--- src/rtl/txbc_pkg.sv ---
package txbc_pkg;

  typedef struct packed {
    logic host;
    logic bcast;
    logic secure;
  } txbc_evt_t;

  function automatic logic txbc_is_bcast(input txbc_evt_t e, input logic last_host_bcast);
    return e.host ? e.bcast : last_host_bcast;
  endfunction

endpackage

--- src/rtl/txbc_classify.sv ---
module txbc_classify
  import txbc_pkg::*;
(
  input  logic      clk,
  input  logic      rst,
  input  logic      tx_en,
  input  logic      fire,
  input  txbc_evt_t evt,
  output logic      bump,
  output logic      sticky
);

  logic sticky_q;

  always_ff @(posedge clk) begin
    if (rst)
      sticky_q <= 1'b0;
    else if (fire && evt.host)
      sticky_q <= evt.bcast;
  end

  assign sticky = sticky_q;
  assign bump   = fire && tx_en && txbc_is_bcast(evt, sticky_q);

  // the flag follows a host event's class, whether or not transmit is enabled
  a_r6_sticky_follows_host: assert property (@(posedge clk) disable iff (rst)
    (fire && evt.host) |=> (sticky_q == $past(evt.bcast)));

  // internal events and idle cycles leave the flag alone
  a_r6_sticky_holds: assert property (@(posedge clk) disable iff (rst)
    !(fire && evt.host) |=> $stable(sticky_q));

endmodule

--- src/rtl/txbc_satcnt.sv ---
module txbc_satcnt #(
  parameter int CNT_W = 32
) (
  input  logic             clk,
  input  logic             rst,
  input  logic             inc,
  output logic [CNT_W-1:0] value
);

  localparam logic [CNT_W-1:0] TOP = {CNT_W{1'b1}};

  logic [CNT_W-1:0] cnt_q;

  always_ff @(posedge clk) begin
    if (rst)
      cnt_q <= '0;
    else if (inc && (cnt_q != TOP))
      cnt_q <= cnt_q + 1'b1;
  end

  assign value = cnt_q;

  // once at all ones, the count stays there
  a_r8_saturate: assert property (@(posedge clk) disable iff (rst)
    (cnt_q == TOP) |=> (cnt_q == TOP));

  // an accepted step below the top advances by exactly one
  a_r2_single_step: assert property (@(posedge clk) disable iff (rst)
    (inc && cnt_q != TOP) |=> (cnt_q == $past(cnt_q) + 1'b1));

endmodule

--- src/rtl/txbc_counter.sv ---
module txbc_counter
  import txbc_pkg::*;
#(
  parameter int CNT_W = 32
) (
  input  logic             clk,
  input  logic             rst,
  input  logic             tx_en,
  input  logic             ev_valid,
  output logic             ev_ready,
  input  logic             ev_host,
  input  logic             ev_bcast,
  input  logic             ev_secure,
  output logic [CNT_W-1:0] count
);

  txbc_evt_t evt;
  logic      fire;
  logic      bump;
  logic      sticky;

  assign ev_ready = 1'b1;
  assign fire     = ev_valid && ev_ready;
  assign evt      = '{host: ev_host, bcast: ev_bcast, secure: ev_secure};

  txbc_classify u_classify (
    .clk    (clk),
    .rst    (rst),
    .tx_en  (tx_en),
    .fire   (fire),
    .evt    (evt),
    .bump   (bump),
    .sticky (sticky)
  );

  txbc_satcnt #(.CNT_W(CNT_W)) u_cnt (
    .clk   (clk),
    .rst   (rst),
    .inc   (bump),
    .value (count)
  );

  // disabled transmit never moves the count
  a_r7_hold_when_disabled: assert property (@(posedge clk) disable iff (rst)
    !tx_en |=> $stable(count));

  // an idle input never moves the count
  a_r9_idle_no_change: assert property (@(posedge clk) disable iff (rst)
    !ev_valid |=> $stable(count));

  // a host non-broadcast frame is never counted
  a_r3_host_nonbcast: assert property (@(posedge clk) disable iff (rst)
    (ev_valid && ev_host && !ev_bcast) |=> $stable(count));

  // an internal frame after a host non-broadcast frame is not counted
  a_r5_internal_clear: assert property (@(posedge clk) disable iff (rst)
    (ev_valid && !ev_host && !sticky) |=> $stable(count));

  // reset leaves the count at zero
  a_r1_reset_zero: assert property (@(posedge clk)
    rst |=> (count == '0));

endmodule

--- config.mk ---
export PLATFORM = sky130hd
export DESIGN_NAME = txbc_counter
export DESIGN_NICKNAME = d
export VERILOG_FILES = /design/src/rtl/txbc_pkg.sv /design/src/rtl/txbc_classify.sv /design/src/rtl/txbc_satcnt.sv /design/src/rtl/txbc_counter.sv
export SDC_FILE = /design/constraint.sdc
export NUM_CORES = 1
export LEC_CHECK = 0
export BUFFER_PORTS_ARGS = -buffer_cell sky130_fd_sc_hd__buf_2
export CORE_MARGIN = 4
export CORE_UTILIZATION = 57
export CTS_CLUSTER_DIAMETER = 50
export DETAILED_ROUTE_END_ITERATION = 10
export HOLD_SLACK_MARGIN = 0.1
export PLACE_DENSITY = 0.95
export SETUP_SLACK_MARGIN = 0.5
export SLEW_MARGIN = 5
export SYNTH_ARGS = -nofsm -noshare
export SYNTH_HDL_FRONTEND = slang
export SYNTH_SLANG_ARGS = --single-unit
--- constraint.sdc ---
create_clock -name clk -period 3.3 [get_ports clk]
set_input_delay 0.495 -clock clk [delete_from_list [all_inputs] [get_ports clk]]
set_output_delay 0.495 -clock clk [all_outputs]
set_load 0.005 [all_outputs]
* Word-level counts from Yosys, hierarchy flattened *
Cells that the tools add are included.

operators by class
  equal/unequal tests = 1
  add/subtract/negate cells = 1
  multiplexer cells = 1
  reduce and logical (&&, ||, !) cells = 4

operator list
  kind                     count
  $add A32 B1 Y32 const B  1
  $ne A32 B32 Y1 const B   1
  $logic_and A1 B1 Y1      4
  $mux W1                  1

storage, ports and cells
  bits in registers = 33
  input bits = 7
  output and inout bits = 33

* Logic depth before layout (Yosys ltp) *
Gate-level depths: netlist (run 1).

  depth after elaboration = 3
  gate-level depth with buffers = 9

* By module *
A second synthesis (run 1) with hierarchy kept.

unflattened totals
  cell total of the unflattened synthesis = 208
  area, all modules = 1746.7 µm²

by module, submodules not included
  module         instances  area an instance (µm²)  sequential area each (µm²)  cells an instance
  txbc_satcnt    1          1674.1                  640.6                       199
  txbc_classify  1          61.3                    20.0                        7
  txbc_counter   1          11.3                    0.0                         2

* Worst setup path after synthesis (run 1) *
Ideal clock, no wire load.

  path type = flip-flop to flip-flop
  start point = register u_cnt.cnt_q[0] (netlist: u_cnt.value[0])
  end point = register u_cnt.cnt_q[3] (netlist: u_cnt.value[3])
  stages on the path, launching flop included = 9
  data arrival time = 1880 ps
  slack = 1300 ps
  clock period less this slack = 2000 ps
  library setup time = 121 ps
  path through = dfxtp_1 -> ha_1 -> and3_1 -> buf_2 -> nand4_1 -> o41a_1 -> buf_2 -> nand4_1 -> mux2_2

on the way
  word-level cells in the longest chain between the ends = 2
  elaborated cells on any way between the ends = 3
  those cells by class = add/sub: 1; eq/ne: 1; reduce/logical: 1

ends and longest elaborated chain
  element                                                                  line               text
  start: declaration                                                       txbc_satcnt.sv:12  logic [CNT_W-1:0] cnt_q;
  start signal: assignment                                                 txbc_satcnt.sv:18  cnt_q <= cnt_q + 1'b1;
  parallel branches: the longest is 2 deep, another holds $add A32 B1 Y32  -

Parallel ways; which one is timed is not known.
A chain may end at the register's enable or synchronous reset.

* Worst setup path after layout (run 1) *
  start point = register u_cnt.cnt_q[0] (netlist: u_cnt.value[0])
  end point = register u_cnt.cnt_q[7] (netlist: u_cnt.value[7])

The elaborated chain is that of the path after synthesis.

==> results.cfg, run 1 <==
[power]
power_mw = 0.645
p_leak_nw = 0.747
vdd_drop_max_v = 0.000281
power.density_mw_per_mm2 = 333

[cts]
cts_setup_buffers = 0
cts_buffer_depth = 2
root_buffer = clkbuf_4
cts.clk_slew.worst_paths_ps = 110
cts.sinks = 33
clk_latency_ps = 350
cts_made_buffers = 5
postCtsHoldBufs = 0
cts-resized-gates = 0
htreeDepth = 2
cts_tree = built

[floorplan]
std_cell_rows = 19
die_y_um = 62.8
coreArea_mm2 = 0.00281
io_pins = 40
die-area_mm2 = 0.00395
die_w_um = 62.8
start_util = 0.611

[route]
drt_first_pass_iters = 4
ant_nets = 0
via_count = 1680
routed_wl_mm = 3.83
drc = 0
first_iter_violations = 78
wl_per_cell_um = 14.1
viasPerCell = 6.20

[synthesis]
synth_edf_count = 0
ys_seq_area_frac = 0.386
syn_nets = 213
synth_top_area_share = 0.386
async_flop_share = 0
synthTopCellsByArea = dfxtp_1, a21oi_1, or4_1
synth_largest_area_cell = dfxtp_1
synth_area_mm2 = 0.00171
synth-seq-cells = 33
ys_types = 37
ys.warnings.count = 0
avgSynthCellArea_um2 = 8.36
synth_cells = 205
ys.flop_type = dfxtp_1

[layout]
fin_util = 0.690
area_growth_pct = 13.0
drive_above_1_share = 0.225
antenna_cells = 0
design_area_mm2 = 0.00194
fillers = 268
nets = 247
finalNonFillerCells = 271

[sta]
worstMarginPinSlew_ps = 689
worst_slack_ps = 847
slew_headroom = 0.541
whs_ps = 418
period_minus_slack_ps = 2450
final-hold-violation-count = 0
rsz0062_at_grt = false
setup_tns_ps = 0
post-route-period-util = 0.743
setup-violations-final = 0
slew_violations = 0
fmax_mhz = 408
fin_worst_skew_ps = 14.3

[global_route]
grt_pass1_vias = 1492
grt_pass1_wl_mm = 6.78
gr-total-overflow = 0
antenna_found_initial = 0
track_usage = 0.212
grt_max_degree = 40

[critical_path]
worst_setup_path_end_kind = register
cp_cell_sequence = ha_1, and3_1, nand4_1, o31ai_2, buf_4, or4_1, a21oi_1
worstPathArrival_ps = 2660
timing.critical_path.from = u_cnt.value[0]
cp_top_family = simple AND/OR/NAND/NOR gates
r2r_cells = 7
crit_type = register to register
crit_path_start_kind = register
cp_max_fo = 26
timing.rr.start = u_cnt.value[0]
critPathBufInv = 1
cpMaxStageDelayCell = o31ai_2
worst-path-stages = 7
cp.required_ps = 3510
max_stage_delay_ps = 570

[placed_design]
place_area_mm2 = 0.00188
dp_cells = 263
dp_hpwl_mm = 2.71
portBuffers = 37
dp_worst_setup_slack_ps = 900
place.gp.congestion = 0.819

[status]
outcome = finished, final reports clean

[worst_hold_path]
min_from = ev_bcast
whs_path_depth = 3
hold_path_class = primary input to register

[job]
cap_violations = 0
-- layer usage --
metal / up-vias / GRT usage / share of wire
met3: 7 / 0.0665 / 0.069
met5: - / 0 / 0
met2: 47 / 0.360 / 0.47
li1: 843 / - / -
met4: 0 / 0.0744 / 0.015
met1: 783 / 0.250 / 0.44
-- cells in the final DEF, fill, tap and decap left out, types with 7 or more instances in the layout --
cell | netlist | routed
or3_1 | 7 | 7
dfxtp_1 | 33 | 33
and3_1 | 7 | 7
nand4_1 | 10 | 10
buf_2 | 3 | 37
nand2_1 | 19 | 19
a21oi_1 | 24 | 24
o21ai_0 | 9 | 9
nand3_1 | 9 | 9
o31ai_1 | 13 | 13
or4_1 | 15 | 15
nor2_1 | 11 | 11
-- worst min-delay path, stage by stage --
cell and delay (ps):
buf_2 100, nand3_1 60, a21oi_1 60
-- layout make-up --
class	instances	area, um2	area share
clock inverters	3	17.5	0.00905
multi-input cells	158	977	0.505
inverters	3	11.3	0.00582
flip-flops and latches	33	661	0.341
well taps	31	38.8	0.0200
repair buffers	38	193	0.0995
clock buffers	5	37.5	0.0194
-- logic make-up (layout without fill, tap and decap cells) --
logic type	Yosys count	in the layout	share of synthesized area
simple gates	94	94	0.316
mux	4	4	0.0248
compound gates	54	54	0.199
fa+ha+maj	1	1	0.00730
flops	33	33	0.386
other cells	1	1	0.00219
buf+inv	14	49	0.0438
xor+xnor	4	4	0.0205
-- cell usage after synthesis, types with 3 or more instances --
cell	instances
nor2_1	11
nand4_1	10
o21ai_0	9
buf_2	3
nor2b_1	4
and3_1	7
o31ai_1	13
nand2_1	19
inv_1	3
clkbuf_1	5
a21oi_1	24
dfxtp_1	33
nand3_1	9
or3_1	7
or4_1	15
and4_1	5
-- state kept, by name (all words and copies together), names as in the netlist --
name / cells
u_cnt.value: 32
u_classify.sticky: 1
-- final timing paths --
kind / to / slack [ps]
max: u_cnt.value[7] / 850
max reg2reg: u_cnt.value[7] / 850
min reg2reg: u_classify.sticky / 470
min: u_classify.sticky / 420
-- where the power goes --
part | internal (mW) | switching, mW | leakage [nW]
registers | 0.399 | 0.00126 | 0.266
logic | 0.00603 | 0.0137 | 0.451
clock network | 0.0802 | 0.145 | 0.0310
No activity file was read; power rests on OpenSTA's default activity.
==> run 2, diff against run 1 <==
--- a/config.mk
+++ b/config.mk
@@ -7,11 +7,11 @@
 export LEC_CHECK = 0
 export BUFFER_PORTS_ARGS = -buffer_cell sky130_fd_sc_hd__buf_2
 export CORE_MARGIN = 4
-export CORE_UTILIZATION = 57
+export CORE_UTILIZATION = 53
 export CTS_CLUSTER_DIAMETER = 50
 export DETAILED_ROUTE_END_ITERATION = 10
 export HOLD_SLACK_MARGIN = 0.1
-export PLACE_DENSITY = 0.95
+export PLACE_DENSITY = 0.91
 export SETUP_SLACK_MARGIN = 0.5
 export SLEW_MARGIN = 5
 export SYNTH_ARGS = -nofsm -noshare
==> constraint.sdc (replaced) <==
create_clock -name clk -period 2.6 [get_ports clk]
set_input_delay 0.39 -clock clk [delete_from_list [all_inputs] [get_ports clk]]
set_output_delay 0.39 -clock clk [all_outputs]
set_load 0.005 [all_outputs]
==> results.cfg, run 2 (synthesis gave the netlist of run 1 again) <==
[status]
outcome = finished, final reports clean

[sta]
whs_ps = 308
setup_tns_ps = 0
final-hold-violation-count = 0
fin_worst_skew_ps = 4.20
rsz0062_at_grt = true
setup-violations-final = 0
fmax_mhz = 497
slew_violations = 0
slew_headroom = 0.543
worstMarginPinSlew_ps = 685
post-route-period-util = 0.774
period_minus_slack_ps = 2010

[power]
seqPwrFrac = 0.612
netSwitchingFraction = 0.226
power_switching_mw = 0.188
combPwrFrac = 0.032
p_int_mw = 0.643
vdd_drop_max_v = 0.000349
pwr-share-clk = 0.356
power.density_mw_per_mm2 = 417
p_leak_nw = 0.769

[critical_path]
cp_max_fo = 26
cp.required_ps = 2870
max_stage_delay_ps = 530
cp_cell_sequence = ha_1, and3_2, nand4_1, o31ai_2, buf_6, or4_1, a21oi_2
crit_path_start_kind = register
worst_setup_path_end_kind = register
crit_type = register to register
worstPathArrival_ps = 2290
cpMaxStageDelayCell = or4_1

[layout]
layout_commonest_cell = buf_2
area_growth_pct = 16.4
largest_register_ffs = 32
register_area_um2 = 663
layout_common_cells = buf_2, dfxtp_1, a21oi_1
finalNonFillerCells = 287
multi_input_area_um2 = 982
fillers = 289
drive_above_1_share = 0.247
nets = 251
antenna_cells = 0

[route]
ant_nets = 0
routed_wl_mm = 3.98
via_count = 1734
drt_first_pass_iters = 4
first_iter_violations = 71
wl_per_cell_um = 13.9
drc = 0
viasPerCell = 6.04

[cts]
cts_tree = built
cts.sinks = 33
htreeDepth = 2
cts_buffer_depth = 2
root_buffer = clkbuf_4
cts.clk_slew.worst_paths_ps = 100
clk_latency_ps = 340
cts_made_buffers = 5
postCtsHoldBufs = 0

[floorplan]
die_y_um = 64.9
die-area_mm2 = 0.00421
io_pins = 40
start_util = 0.557
die_w_um = 64.9
std_cell_rows = 20
coreArea_mm2 = 0.00308

[global_route]
antenna_found_initial = 0
track_usage = 0.203
gr-total-overflow = 0
grt_pass1_vias = 1572
grt_pass1_wl_mm = 6.74
grt_max_degree = 40

[placed_design]
place.gp.congestion = 0.776
dp_cells = 277
dp_hpwl_mm = 2.75
portBuffers = 37

[worst_hold_path]
hold_path_class = primary input to register

[job]
cap_violations = 0
## run 2: changes by cell type in the layout (fill, tap and decap cells not counted), sizes merged
cell      previous run  this run
clkbuf               5         7
clkinv               2         0
buf                 38        42
clkinvlp             1         0
## run 2: per-stage QoR
step	area, um2	total power [mW]	utilization	worst slack (ps)
2_1_floorplan	1710	0.538	-	600
3_3_place_gp	1900	0.544	0.619	486
3_5_place_dp	1900	0.545	0.619	458
4_1_cts	1970	0.839	0.639	510
5_1_grt	1990	0.860	0.648	435
6_report	1990	0.831	0.648	586
## run 2: routing by layer
layer,vias to the layer above,part of all wire,GRT usage
met3,7,0.065,0.0537
met1,820,0.44,0.231
met5,-,0,0
li1,856,-,-
met4,0,0.013,0.106
met2,51,0.48,0.345
## run 2: layout make-up
cell class,instances,share of cell area
multi-input cells,158,0.493
flip-flops and latches,33,0.333
clock buffers,7,0.0276
inverters,3,0.00565
well taps,44,0.0276
repair buffers,42,0.114
## run 2: timing repair
item	in CTS	in global routing
pin swaps	1	3
buffers inserted	1	2
resized for setup	1	4
gates cloned	0	0
endpoints found under the setup margin	1	25
## run 2: final timing paths
path / from / to / slack (ps) / depth (start not counted)
setup / recovery: u_cnt.value[0] / u_cnt.value[13] / 590 / 7
hold / removal: ev_bcast / u_classify.sticky / 310 / 3
setup reg to reg: u_cnt.value[0] / u_cnt.value[13] / 590 / 7
hold reg to reg: u_classify.sticky / u_classify.sticky / 460 / 2
## run 2: critical path: cells and delay by family, from the launching register on
family | cells | cell delay (ps)
AOI/OAI and AO/OA | 2 | 250
adders and majority gates | 1 | 220
buffers and inverters | 1 | 190
DFF | 1 | 350
and+or+nand+nor | 3 | 940
## run 2: power by group through the flow
stage | Combinational, mW | Clock [mW] | Sequential [mW]
2_1_floorplan | 0.0178 | 0 | 0.520
3_3_place_gp | 0.0240 | 0 | 0.520
3_5_place_dp | 0.0248 | 0 | 0.520
4_1_cts | 0.0258 | 0.305 | 0.508
5_1_grt | 0.0296 | 0.322 | 0.509
6_report | 0.0265 | 0.296 | 0.508
